File: config.mk
export PLATFORM = sky130hd
export DESIGN_NAME = lpm_sequencer
export DESIGN_NICKNAME = d
export VERILOG_FILES = /design/src/rtl/lpm_pkg.sv /design/src/rtl/lpm_entry_sel.sv /design/src/rtl/lpm_wake_sel.sv /design/src/rtl/lpm_domain_reg.sv /design/src/rtl/lpm_sequencer.sv
export SDC_FILE = /design/constraint.sdc
export NUM_CORES = 1
export LEC_CHECK = 0
export ABC_AREA = 1
export BUFFER_PORTS_ARGS = -buffer_cell sky130_fd_sc_hd__buf_2
export CORE_MARGIN = 2
export CORE_UTILIZATION = 42
export DETAILED_ROUTE_END_ITERATION = 16
export MAX_ROUTING_LAYER = met4
export PLACE_DENSITY = 0.68
export SYNTH_ARGS = -nofsm -noshare
export SYNTH_HDL_FRONTEND = slang
export SYNTH_HIERARCHICAL = 1
export SYNTH_SLANG_ARGS = --single-unit
export TNS_END_PERCENT = 1
File: constraint.sdc
create_clock -name clk -period 2.4 [get_ports clk]
set_input_delay 0.36 -clock clk [delete_from_list [all_inputs] [get_ports clk]]
set_output_delay 0.36 -clock clk [all_outputs]
set_load 0.02 [all_outputs]
File: src/rtl/lpm_pkg.sv
package lpm_pkg;

  localparam int MODE_W  = 3;
  localparam int CAUSE_W = 3;
  localparam int RCAU_W  = 2;
  localparam int NCLK    = 4;
  localparam int NMEM    = 2;
  localparam int NOSC    = 4;
  localparam int NAON    = 2;

  typedef enum logic [MODE_W-1:0] {
    M_RUN   = 3'd0,
    M_IDLE  = 3'd1,
    M_DREAM = 3'd2,
    M_SLEEP = 3'd3,
    M_DEEP  = 3'd4,
    M_XDS   = 3'd5
  } pmode_e;

  typedef enum logic [CAUSE_W-1:0] {
    WC_NONE  = 3'd0,
    WC_IRQ   = 3'd1,
    WC_MISC  = 3'd2,
    WC_INT0  = 3'd3,
    WC_RTC   = 3'd4,
    WC_DSWDT = 3'd5
  } wcause_e;

  typedef enum logic [RCAU_W-1:0] {
    RC_POWERUP = 2'd0,
    RC_DEEP    = 2'd1,
    RC_XDS     = 2'd2
  } rcause_e;

  typedef struct packed {
    logic [NCLK-1:0] clk;
    logic [NMEM-1:0] on;
    logic [NMEM-1:0] ret;
    logic [NOSC-1:0] osc;
    logic [NAON-1:0] aon;
  } dom_t;

  // Per-state domain settings; Dream keeps its on-demand domains powered.
  function automatic dom_t dom_of(pmode_e m);
    dom_t d;
    d = '0;
    d.osc[3] = 1'b1;
    case (m)
      M_RUN: begin
        d.clk = 4'hF; d.on = 2'b11; d.osc = 4'hF; d.aon = 2'b11;
      end
      M_IDLE, M_DREAM: begin
        d.clk = 4'hE; d.on = 2'b11; d.osc = 4'hF; d.aon = 2'b11;
      end
      M_SLEEP: begin
        d.ret = 2'b11; d.osc = 4'h9; d.aon = 2'b11;
      end
      M_DEEP: begin
        d.ret = 2'b10; d.aon = 2'b11;
      end
      default: ;
    endcase
    return d;
  endfunction

endpackage

File: src/rtl/lpm_entry_sel.sv
module lpm_entry_sel
  import lpm_pkg::*;
(
  input  logic   wfi,
  input  logic   sleep_en,
  input  logic   deep_en,
  input  logic   rtc_en,
  input  logic   dswdt_en,
  input  logic   radio_asleep,
  input  logic   irq_any,
  output logic   enter,
  output pmode_e target
);

  // Deep enable takes precedence; a pending interrupt vetoes any entry.
  always_comb begin
    enter  = 1'b0;
    target = M_RUN;
    if (wfi && !irq_any) begin
      if (deep_en) begin
        if (radio_asleep) begin
          enter  = 1'b1;
          target = (rtc_en || dswdt_en) ? M_DEEP : M_XDS;
        end
      end else if (sleep_en) begin
        if (radio_asleep) begin
          enter  = 1'b1;
          target = M_SLEEP;
        end
      end else begin
        enter  = 1'b1;
        target = M_IDLE;
      end
    end
  end

endmodule

File: src/rtl/lpm_wake_sel.sv
module lpm_wake_sel
  import lpm_pkg::*;
(
  input  pmode_e  mode,
  input  logic    irq_any,
  input  logic    misc_wake,
  input  logic    int0_wake,
  input  logic    rtc_event,
  input  logic    rtc_en,
  input  logic    dswdt_event,
  input  logic    dswdt_en,
  input  logic    dream_en,
  input  logic    periph_event,
  input  logic    periph_done,
  output logic    wake,
  output wcause_e cause,
  output logic    go_dream,
  output logic    go_sleep
);

  logic light_hit, deep_hit, rtc_hit, wdt_hit;

  assign rtc_hit   = rtc_event && rtc_en;
  assign wdt_hit   = dswdt_event && dswdt_en;
  assign light_hit = irq_any || misc_wake;
  assign deep_hit  = int0_wake || rtc_hit || wdt_hit;

  always_comb begin
    wake     = 1'b0;
    cause    = WC_NONE;
    go_dream = 1'b0;
    go_sleep = 1'b0;
    case (mode)
      M_IDLE, M_SLEEP, M_DREAM: begin
        wake  = light_hit;
        cause = irq_any ? WC_IRQ : WC_MISC;
        if (mode == M_SLEEP) go_dream = dream_en && periph_event;
        if (mode == M_DREAM) go_sleep = periph_done;
      end
      M_DEEP: begin
        wake  = deep_hit;
        cause = int0_wake ? WC_INT0 : (rtc_hit ? WC_RTC : WC_DSWDT);
      end
      M_XDS: begin
        wake  = int0_wake;
        cause = WC_INT0;
      end
      default: ;
    endcase
  end

endmodule

File: src/rtl/lpm_domain_reg.sv
module lpm_domain_reg
  import lpm_pkg::*;
(
  input  logic clk,
  input  logic rst_n,
  input  logic load,
  input  dom_t dom_d,
  output dom_t dom_q
);

  always_ff @(posedge clk or negedge rst_n) begin
    if (!rst_n)    dom_q <= dom_of(M_RUN);
    else if (load) dom_q <= dom_d;
  end

  // A domain is either powered or held in retention, never both.
  assert_on_ret_excl_R3: assert property (@(posedge clk) disable iff (!rst_n)
    (dom_q.on & dom_q.ret) == '0);

  // The CPU clock never runs without the low-power RC present.
  assert_cpu_needs_lprc_R2: assert property (@(posedge clk) disable iff (!rst_n)
    dom_q.clk[0] |-> dom_q.osc[3]);

endmodule

File: src/rtl/lpm_sequencer.sv
module lpm_sequencer
  import lpm_pkg::*;
#(
  parameter int NUM_IRQ = 8
) (
  input  logic               clk,
  input  logic               rst_n,
  input  logic               wfi_strobe,
  input  logic               sleep_en,
  input  logic               deep_en,
  input  logic               dream_en,
  input  logic               rtc_en,
  input  logic               dswdt_en,
  input  logic               radio_asleep,
  input  logic [NUM_IRQ-1:0] irq_pend,
  input  logic               misc_wake,
  input  logic               int0_wake,
  input  logic               rtc_event,
  input  logic               dswdt_event,
  input  logic               periph_event,
  input  logic               periph_done,
  input  logic               reg_wr,
  input  logic               reg_wr_buck,
  output logic [MODE_W-1:0]  mode,
  output logic [NCLK-1:0]    clk_en,
  output logic [NMEM-1:0]    mem_on,
  output logic [NMEM-1:0]    mem_ret,
  output logic [NOSC-1:0]    osc_en,
  output logic [NAON-1:0]    aon_en,
  output logic               reg_buck,
  output logic [CAUSE_W-1:0] wake_cause,
  output logic [RCAU_W-1:0]  reset_cause,
  output logic               restart_pulse
);

  pmode_e  mode_q, mode_d, target;
  wcause_e wc_q, wc_d, cause;
  rcause_e rc_q, rc_d;
  logic    waking_q, waking_d;
  logic    restart_q, restart_d;
  logic    buck_q, buck_d;
  logic    irq_any, enter, wake, go_dream, go_sleep;
  logic    dom_load;
  dom_t    dom_d, dom_q;

  assign irq_any = |irq_pend;

  lpm_entry_sel u_entry (
    .wfi          (wfi_strobe),
    .sleep_en     (sleep_en),
    .deep_en      (deep_en),
    .rtc_en       (rtc_en),
    .dswdt_en     (dswdt_en),
    .radio_asleep (radio_asleep),
    .irq_any      (irq_any),
    .enter        (enter),
    .target       (target)
  );

  lpm_wake_sel u_wake (
    .mode         (mode_q),
    .irq_any      (irq_any),
    .misc_wake    (misc_wake),
    .int0_wake    (int0_wake),
    .rtc_event    (rtc_event),
    .rtc_en       (rtc_en),
    .dswdt_event  (dswdt_event),
    .dswdt_en     (dswdt_en),
    .dream_en     (dream_en),
    .periph_event (periph_event),
    .periph_done  (periph_done),
    .wake         (wake),
    .cause        (cause),
    .go_dream     (go_dream),
    .go_sleep     (go_sleep)
  );

  lpm_domain_reg u_dom (
    .clk   (clk),
    .rst_n (rst_n),
    .load  (dom_load),
    .dom_d (dom_d),
    .dom_q (dom_q)
  );

  // Wake runs in two steps: domains return first, the mode code follows.
  always_comb begin
    mode_d    = mode_q;
    waking_d  = waking_q;
    wc_d      = wc_q;
    rc_d      = rc_q;
    restart_d = 1'b0;
    buck_d    = reg_wr ? reg_wr_buck : buck_q;
    dom_load  = 1'b0;
    dom_d     = dom_of(mode_q);
    if (waking_q) begin
      mode_d   = M_RUN;
      waking_d = 1'b0;
      if (mode_q == M_DEEP || mode_q == M_XDS) begin
        restart_d = 1'b1;
        rc_d      = (mode_q == M_DEEP) ? RC_DEEP : RC_XDS;
        buck_d    = 1'b0;
      end
    end else if (mode_q == M_RUN) begin
      if (enter) begin
        mode_d   = target;
        dom_load = 1'b1;
        dom_d    = dom_of(target);
      end
    end else if (wake) begin
      waking_d = 1'b1;
      wc_d     = cause;
      dom_load = 1'b1;
      dom_d    = dom_of(M_RUN);
    end else if (go_dream) begin
      mode_d   = M_DREAM;
      dom_load = 1'b1;
      dom_d    = dom_of(M_DREAM);
    end else if (go_sleep) begin
      mode_d   = M_SLEEP;
      dom_load = 1'b1;
      dom_d    = dom_of(M_SLEEP);
    end
  end

  always_ff @(posedge clk or negedge rst_n) begin
    if (!rst_n) begin
      mode_q    <= M_RUN;
      waking_q  <= 1'b0;
      wc_q      <= WC_NONE;
      rc_q      <= RC_POWERUP;
      restart_q <= 1'b0;
      buck_q    <= 1'b0;
    end else begin
      mode_q    <= mode_d;
      waking_q  <= waking_d;
      wc_q      <= wc_d;
      rc_q      <= rc_d;
      restart_q <= restart_d;
      buck_q    <= buck_d;
    end
  end

  assign mode          = mode_q;
  assign clk_en        = dom_q.clk;
  assign mem_on        = dom_q.on;
  assign mem_ret       = dom_q.ret;
  assign osc_en        = dom_q.osc;
  assign aon_en        = dom_q.aon;
  assign reg_buck      = buck_q;
  assign wake_cause    = wc_q;
  assign reset_cause   = rc_q;
  assign restart_pulse = restart_q;

  assert_abort_pending_R5: assert property (@(posedge clk) disable iff (!rst_n)
    (mode_q == M_RUN && wfi_strobe && irq_any) |=> (mode_q == M_RUN));

  assert_deep_wake_set_R7: assert property (@(posedge clk) disable iff (!rst_n)
    (mode_q == M_DEEP && !waking_q && !int0_wake && !rtc_event && !dswdt_event)
      |=> (mode_q == M_DEEP && !waking_q));

  assert_xds_int0_only_R8: assert property (@(posedge clk) disable iff (!rst_n)
    (mode_q == M_XDS && !waking_q && !int0_wake) |=> (mode_q == M_XDS && !waking_q));

  assert_dream_from_sleep_R9: assert property (@(posedge clk) disable iff (!rst_n)
    (mode_q != M_SLEEP && mode_q != M_DREAM) |=> (mode_q != M_DREAM));

  assert_clk_before_run_R10: assert property (@(posedge clk) disable iff (!rst_n)
    (mode_q != M_RUN && !clk_en[0]) |=> (mode_q != M_RUN));

  assert_restart_cause_R11: assert property (@(posedge clk) disable iff (!rst_n)
    restart_q |-> (rc_q != RC_POWERUP && mode_q == M_RUN));

  assert_restart_ldo_R12: assert property (@(posedge clk) disable iff (!rst_n)
    restart_q |-> !buck_q);

endmodule

==> results of run 1 <==
## placed cells by master (no fill, tap or decap), drive strengths merged
cell and count:
a21oi 2, a31oi 1, buf 51, clkbuf 4, clkinv 1, conb 1
dfrtp 13, dfstp 12, inv 25, mux2 2, nand2 109, nand3 20
nand3b 1, nand4 3, nor2 14, nor3 2, nor4 2, o21a 1
o21ai 8
## power breakdown
group	switching [uW]	internal [uW]
registers	6.57	444
clock network	119	65.1
logic	50.6	33.1
## logic make-up after synthesis
kind of cell	Yosys count	synth area share, %
simple gates	151	43.8
buf+inv	29	8.01
flops	25	42.3
compound gates	12	4.21
mux	2	1.49
other cells	1	0.247
## metrics by stage
stage	total power (uW)	worst slack [ns]	std cells	cell area [sq um]
global route	760	0.207	318	1840
finish	719	0.591	318	1840
global placement	541	0.326	314	1810
detailed placement	544	0.243	314	1810
floorplan	498	0.550	220	1520
CTS	730	0.599	318	1840
## Yosys cell counts, types with 2 or more instances
cell type / instances / area [sq um]
nand2_1: 106 / 398
inv_1: 17 / 63.8
nand3_1: 16 / 80.1
dfrtp_1: 13 / 325
dfstp_2: 12 / 315
nor2_1: 11 / 41.3
inv_2: 8 / 30.0
o21ai_0: 6 / 30.0
nand3_2: 3 / 30.0
nand4_1: 3 / 18.8
a21oi_1: 2 / 10.0
mux2_2: 2 / 22.5
nand2_2: 2 / 12.5
nor2_2: 2 / 12.5
nor3_1: 2 / 10.0
nor4_1: 2 / 12.5
o21ai_1: 2 / 10.0
## routing by layer
metal  global-route usage [%]  vias to the layer above  share of wire [%]
li1                         -                      787                  -
met1                     23.1                      700                 45
met2                     33.9                       44                 49
met3                     3.87                        6                4.9
met4                     5.98                        0                1.2
met5                        -                        -                  0
## state kept, by name (all words and copies together), names as in the netlist
register,flops
u_dom/dom_q,14
reset_cause,2
mode,3
restart_pulse,1
reg_buck,1
waking_q,1
wake_cause,3
## worst register-to-register path: stages, from the launching register on
cell,delay [ns]
dfrtp_1,0.59
inv_2,0.09
nor2_2,0.14
nand3_2,0.08
nand3_2,0.11
inv_1,0.08
nand3_1,0.10
o21a_1,0.19
buf_4,0.20
nand2_1,0.07
nand2_1,0.07
## final timing paths
kind	start	endpoint	slack, ns
max reg2reg	mode[2]	u_dom/dom_q[11]	0.61
max in group asynchronous	rst_n	u_dom/dom_q[4]	2.04
max	irq_pend[5]	u_dom/dom_q[11]	0.59
min in group clk	reg_wr_buck	reg_buck	0.38
min reg2reg	u_dom/dom_q[4]	u_dom/dom_q[4]	0.47
min	rst_n	u_dom/dom_q[6]	-0.003
## final cells by class
type / count / share of cell area (%)
multi-input cells: 166 / 41.0
flip-flops and latches: 25 / 34.9
repair buffers: 51 / 14.3
inverters: 26 / 5.31
well taps: 46 / 3.13
clock buffers: 4 / 1.43
==> results.md, run 1 <==
- Register area share after synthesis: 42.3%
- Leakage power: 0.00106 uW
- Reg clk slew, reported paths: 0.13 ns
- Row count: 21
- FF-to-FF path depth: 10
- Post-synthesis async set-or-reset flop share: 100%
- Primary FF master, synth: dfrtp_1
- Postcts setup bufs: 0
- Clock buffer depth: 2
- Routability cong.: 0.882
- Crit-path max cell delay: 0.29 ns
- Core Util, Final: 54.2%
- First-pass GRT wire length: 6.19 mm
- Worst vdd ir: 0.256 mV
- Failing checks: hold timing
- RSZ-0062 raised after global routing: false
- TritonCTS clock tree: done
- CTS H-tree lvls: 1
- Power per Cell Area: 391 nW/um^2
- Grt ovf: 0
- CP startpoint kind: primary input
- Routed Antenna Nets: 0
- Post-CTS sizing: 0
- Layout cell share with drive strength beyond 1: 31.6%
- Chip height: 64.1 microns
- Kind of critical path: primary input to flip-flop
- Initial Util: 44.7%
- DR WL/cell: 10.9 microns
- Status: finished, violations left
- Clk root buf: clkbuf_4
- Post-Syn Nets: 245
- Largest net degree at the start of global routing: 26
- Worst Hold Class: primary input to asynchronous set/reset pin
- Vias post-DR: 1537
- # nets final: 298
- Number of flops mapped to enable cells by yosys: 0
- Mapped Avg Cell Area: 6.89 sq um
- Slowest cell on the critical path: nor4_1
- Vias/cell: 4.83
- CP top delay family: simple AND/OR/NAND/NOR gates
- Clk_skew: 0.00602 ns
- Slew Limit Fails: 0
- Routed WL: 3.47 mm
- Initial antenna violation count: 0
- WP data required: 2.66 ns
- Max-cap violation count: 0
- Critical-path cell list: buf_2 -> nor4_1 -> nand2_1 -> nor2_2 -> nand2_1 -> nor2_1 -> inv_1 -> nand3_1 -> nand2_1 -> nand2_1 -> nand2_1 -> nand2_1 -> nand2_1 -> nand2_1 -> nand2_1
- All-Layer GR Usage: 19.6%
- Dpl hpwl: 2.76 mm
- Max_slew headroom: 64.9%
- Synth warn: 6
- Crit. path cell count: 15
- Diodes inserted: 0
- Crit-path most repeated cell: nand2_1
- Die Area: 4100 sq um
- Sequential Area: 641 sq um
- Vias in the first global route: 1485
- CORE AREA: 3390 sq um
- Die W: 64.1 microns
- Clock sink count: 25
- Num CTS Buffers: 3
- Critical path arrival: 2.07 ns
- Worst Path Max Fanout: 5
- Number of fill cells: 341
- FMAX: 553 MHz
- DR pass1 iterations: 4
- Drt first-iter violations: 51
- Endpoint class of the critical path: flip-flop
- Setup TNS: 0 ns
- Flops & latches, synth: 25
- DRC viols: 0
- CP bufs+invs: 2
- Clk_lat worst skew: 0.32 ns
- PortBufs: 48
- Unique cell type count in the Yosys netlist: 28
- Minimum hold slack: -0.00299 ns
- Hold Fails Final Rpt: 1
- Worst slew pin tran: 0.527 ns
- Tmin final: 1.81 ns
- Mapped Cells: 220
- Layout area overhead: 21.3%
- Multi-input gate area: 753 sq um
- Top-Level Pins: 49
- Final worst path period share: 75.4%
- CTS Hold Bufs: 0
- Mapped Area: 1520 sq um
- Setup violations, final: 0
No activity file was read; power rests on OpenSTA's default activity.
==> run 2, diff against run 1 <==
--- a/config.mk
+++ b/config.mk
@@ -11,7 +11,7 @@
 export CORE_UTILIZATION = 42
 export DETAILED_ROUTE_END_ITERATION = 16
 export MAX_ROUTING_LAYER = met4
-export PLACE_DENSITY = 0.68
+export PLACE_DENSITY = 0.71
 export SYNTH_ARGS = -nofsm -noshare
 export SYNTH_HDL_FRONTEND = slang
 export SYNTH_HIERARCHICAL = 1
==> constraint.sdc (replaced) <==
create_clock -name clk -period 1.55 [get_ports clk]
set_input_delay 0.2325 -clock clk [delete_from_list [all_inputs] [get_ports clk]]
set_output_delay 0.2325 -clock clk [all_outputs]
set_load 0.02 [all_outputs]
==> results.md, run 2 (synthesis gave the netlist of run 1 again) <==
- Kind of critical path: flip-flop to flip-flop (was primary input to flip-flop)
- Final Instance Area: 2200 sq um (was 1840 sq um)
- Sequential Area: 644 sq um (was 641 sq um)
- Slew Limit Fails: 0 (unchanged)
- CP startpoint kind: flip-flop (was primary input)
- Reg clk slew, reported paths: 0.13 ns (about the same)
- Dpl hpwl: 2.82 mm (was 2.76 mm)
- DP Area: 1960 sq um (was 1810 sq um)
- Status: complete, no violations (was finished, violations left)
- Clock buffer depth: 2 (unchanged)
- Worst Slack Setup Final: 0.00640 ns (was 0.591 ns)
- Die W: 64.1 microns (unchanged)
- Initial antenna violation count: 0 (unchanged)
- Num CTS Buffers: 3 (unchanged)
- Routability cong.: 0.872 (was 0.882)
- Vias/cell: 4.88 (was 4.83)
- Drt first-iter violations: 43 (was 51)
- Worst slew pin tran: 0.573 ns (was 0.527 ns)
- PortBufs: 48 (unchanged)
- Max-cap violation count: 0 (unchanged)
- Met2 wire len: 2.11 mm (was 1.68 mm)
- Hold_sp: reg_wr_buck
- Setup violations, final: 0 (unchanged)
- Number of fill cells: 316 (was 341)
- Critical path arrival: 1.76 ns (was 2.07 ns)
- CP startpoint: mode[1] (was irq_pend[5])
- Final worst path period share: 99.6%
- Vias post-DR: 1682 (was 1537)
- All-Layer GR Usage: 20.5% (was 19.6%)
- Flop-to-flop setup slack: 0.006 ns (was 0.61 ns)
- Chip height: 64.1 microns (unchanged)
- Worst Path Max Fanout: 7 (was 5)
- Leakage power: 0.00121 uW (was 0.00106 uW)
- Hold Fails Final Rpt: 0 (was 1)
- DRC viols: 0 (unchanged)
- Row count: 21 (unchanged)
- WP data required: 1.77 ns (was 2.66 ns)
- Dpl cells: 329 (was 314)
- Top-Level Pins: 49 (unchanged)
- Tmin final: 1.54 ns
- CTS H-tree lvls: 1 (unchanged)
- Vias in the first global route: 1568 (was 1485)
- Clk root buf: clkbuf_4 (unchanged)
- Endpoint class of the critical path: flip-flop (unchanged)
- Highest routed layer: met4 (unchanged)
- Multi-input gate area: 895 sq um (was 753 sq um)
- Largest Register: u_dom/dom_q (unchanged)
- Pre-CTS setup slack: -0.389 ns (was 0.243 ns)
- Layout cell share with drive strength beyond 1: 45.5% (was 31.6%)
- DR WL/cell: 11.9 microns (was 10.9 microns)
- Clock sink count: 25 (unchanged)
- Max reg flops: 14 (unchanged)
- Commonest non-fill, non-tap cell in the layout: nand2_1 (unchanged)
- Layout area overhead: 45.0% (was 21.3%)
- Clk_lat worst skew: 0.32 ns (about the same)
- FMAX: 648 MHz
- Routed Antenna Nets: 0 (unchanged)
- TritonCTS clock tree: done (unchanged)
- # nets final: 325 (was 298)
- Minimum hold slack: 0.226 ns (was -0.00299 ns)
- RSZ-0062 raised after global routing: true (was false)
- Routed WL: 4.10 mm (was 3.47 mm)
- Largest net degree at the start of global routing: 26 (unchanged)
- Final Non-Filler Cells: 345 (was 318)
- FF-to-FF Start: mode[1] (was mode[2])
- Design Power: 1130 uW (was 719 uW)
- Die Area: 4100 sq um (unchanged)
- Diodes inserted: 0 (unchanged)
- Most frequent cells in the layout: nand2_1 (98), buf_2 (48), buf_4 (24), nand3_1 (15), inv_1 (13) (was nand2_1 (106), buf_2 (48), inv_1 (17), nand3_1 (16), dfrtp_1 (13))
- Grt ovf: 0 (unchanged)
- WL met3: 194 microns (was 171 microns)
- Max_slew headroom: 61.8% (was 64.9%)
- Power per Cell Area: 514 nW/um^2 (was 391 nW/um^2)
- Worst vdd ir: 0.510 mV (was 0.256 mV)
- Clk_skew: 0.0132 ns (was 0.00602 ns)
- Initial Util: 44.7% (unchanged)
- First-pass GRT wire length: 6.52 mm (was 6.19 mm)
- CORE AREA: 3390 sq um (unchanged)
- Worst Hold Class: primary input to flip-flop (was primary input to asynchronous set/reset pin)
- Metal-1 WL: 1.77 mm (was 1.57 mm)
- DR pass1 iterations: 4 (unchanged)
run 2: worst max-delay path, stage by stage (launching register included):
cell	delay, ns
dfrtp_2	0.47
buf_4	0.15
nor2_4	0.09
nand3_2	0.10
nand3_4	0.11
inv_4	0.05
nand3_4	0.09
o21a_4	0.22
inv_6	0.06
nand2_1	0.05
nand2_1	0.05
run 2: final cells by class:
cell class | count | area share (%)
Timing Repair Buffer | 75 | 20.6
Clock buffer | 4 | 1.20
Sequential cell | 25 | 29.3
Timing Repair inverter | 1 | 0.399
Multi-Input combinational cell | 168 | 40.7
Inverter | 26 | 5.13
Tap cell | 46 | 2.62
run 2: timing repair:
action                                  in CTS  in global routing
endpoints found under the setup margin      14                 16
buffers inserted                             4                  4
gates cloned                                 3                  0
hold buffers                                 1                  0
endpoints found under the hold margin       13                  0
pin swaps                                    2                 11
resized for setup                            5                 27
run 2: per-layer routing:
metal	up-vias	track usage, %
met5	-	-
met4	0	4.89
met3	2	3.17
met2	50	35.5
met1	781	25.0
li1	849	-
run 2: worst paths after layout:
path / depth (start not counted) / endpoint
hold reg to reg: 2 / u_dom/dom_q[2]
setup reg to reg: 10 / u_dom/dom_q[6]
max in group asynchronous: 2 / mode[0]
min in group asynchronous: 2 / waking_q
hold / removal: 4 / reg_buck
setup / recovery: 10 / u_dom/dom_q[6]
run 2: stage by stage:
step	setup TNS (ns)	utilization [%]
global route	-1.32	64.8
global placement	-4.72	57.8
floorplan	-0.824	-
finish	0	64.8
detailed placement	-5.00	57.8
CTS	-0.0120	60.9
run 2: power breakdown:
group	switching (uW)	internal [uW]	leakage [uW]	total, uW
combinational	88.1	55.1	0.000891	143
clock	186	101	0.0000150	287
sequential	10.5	688	0.000300	699
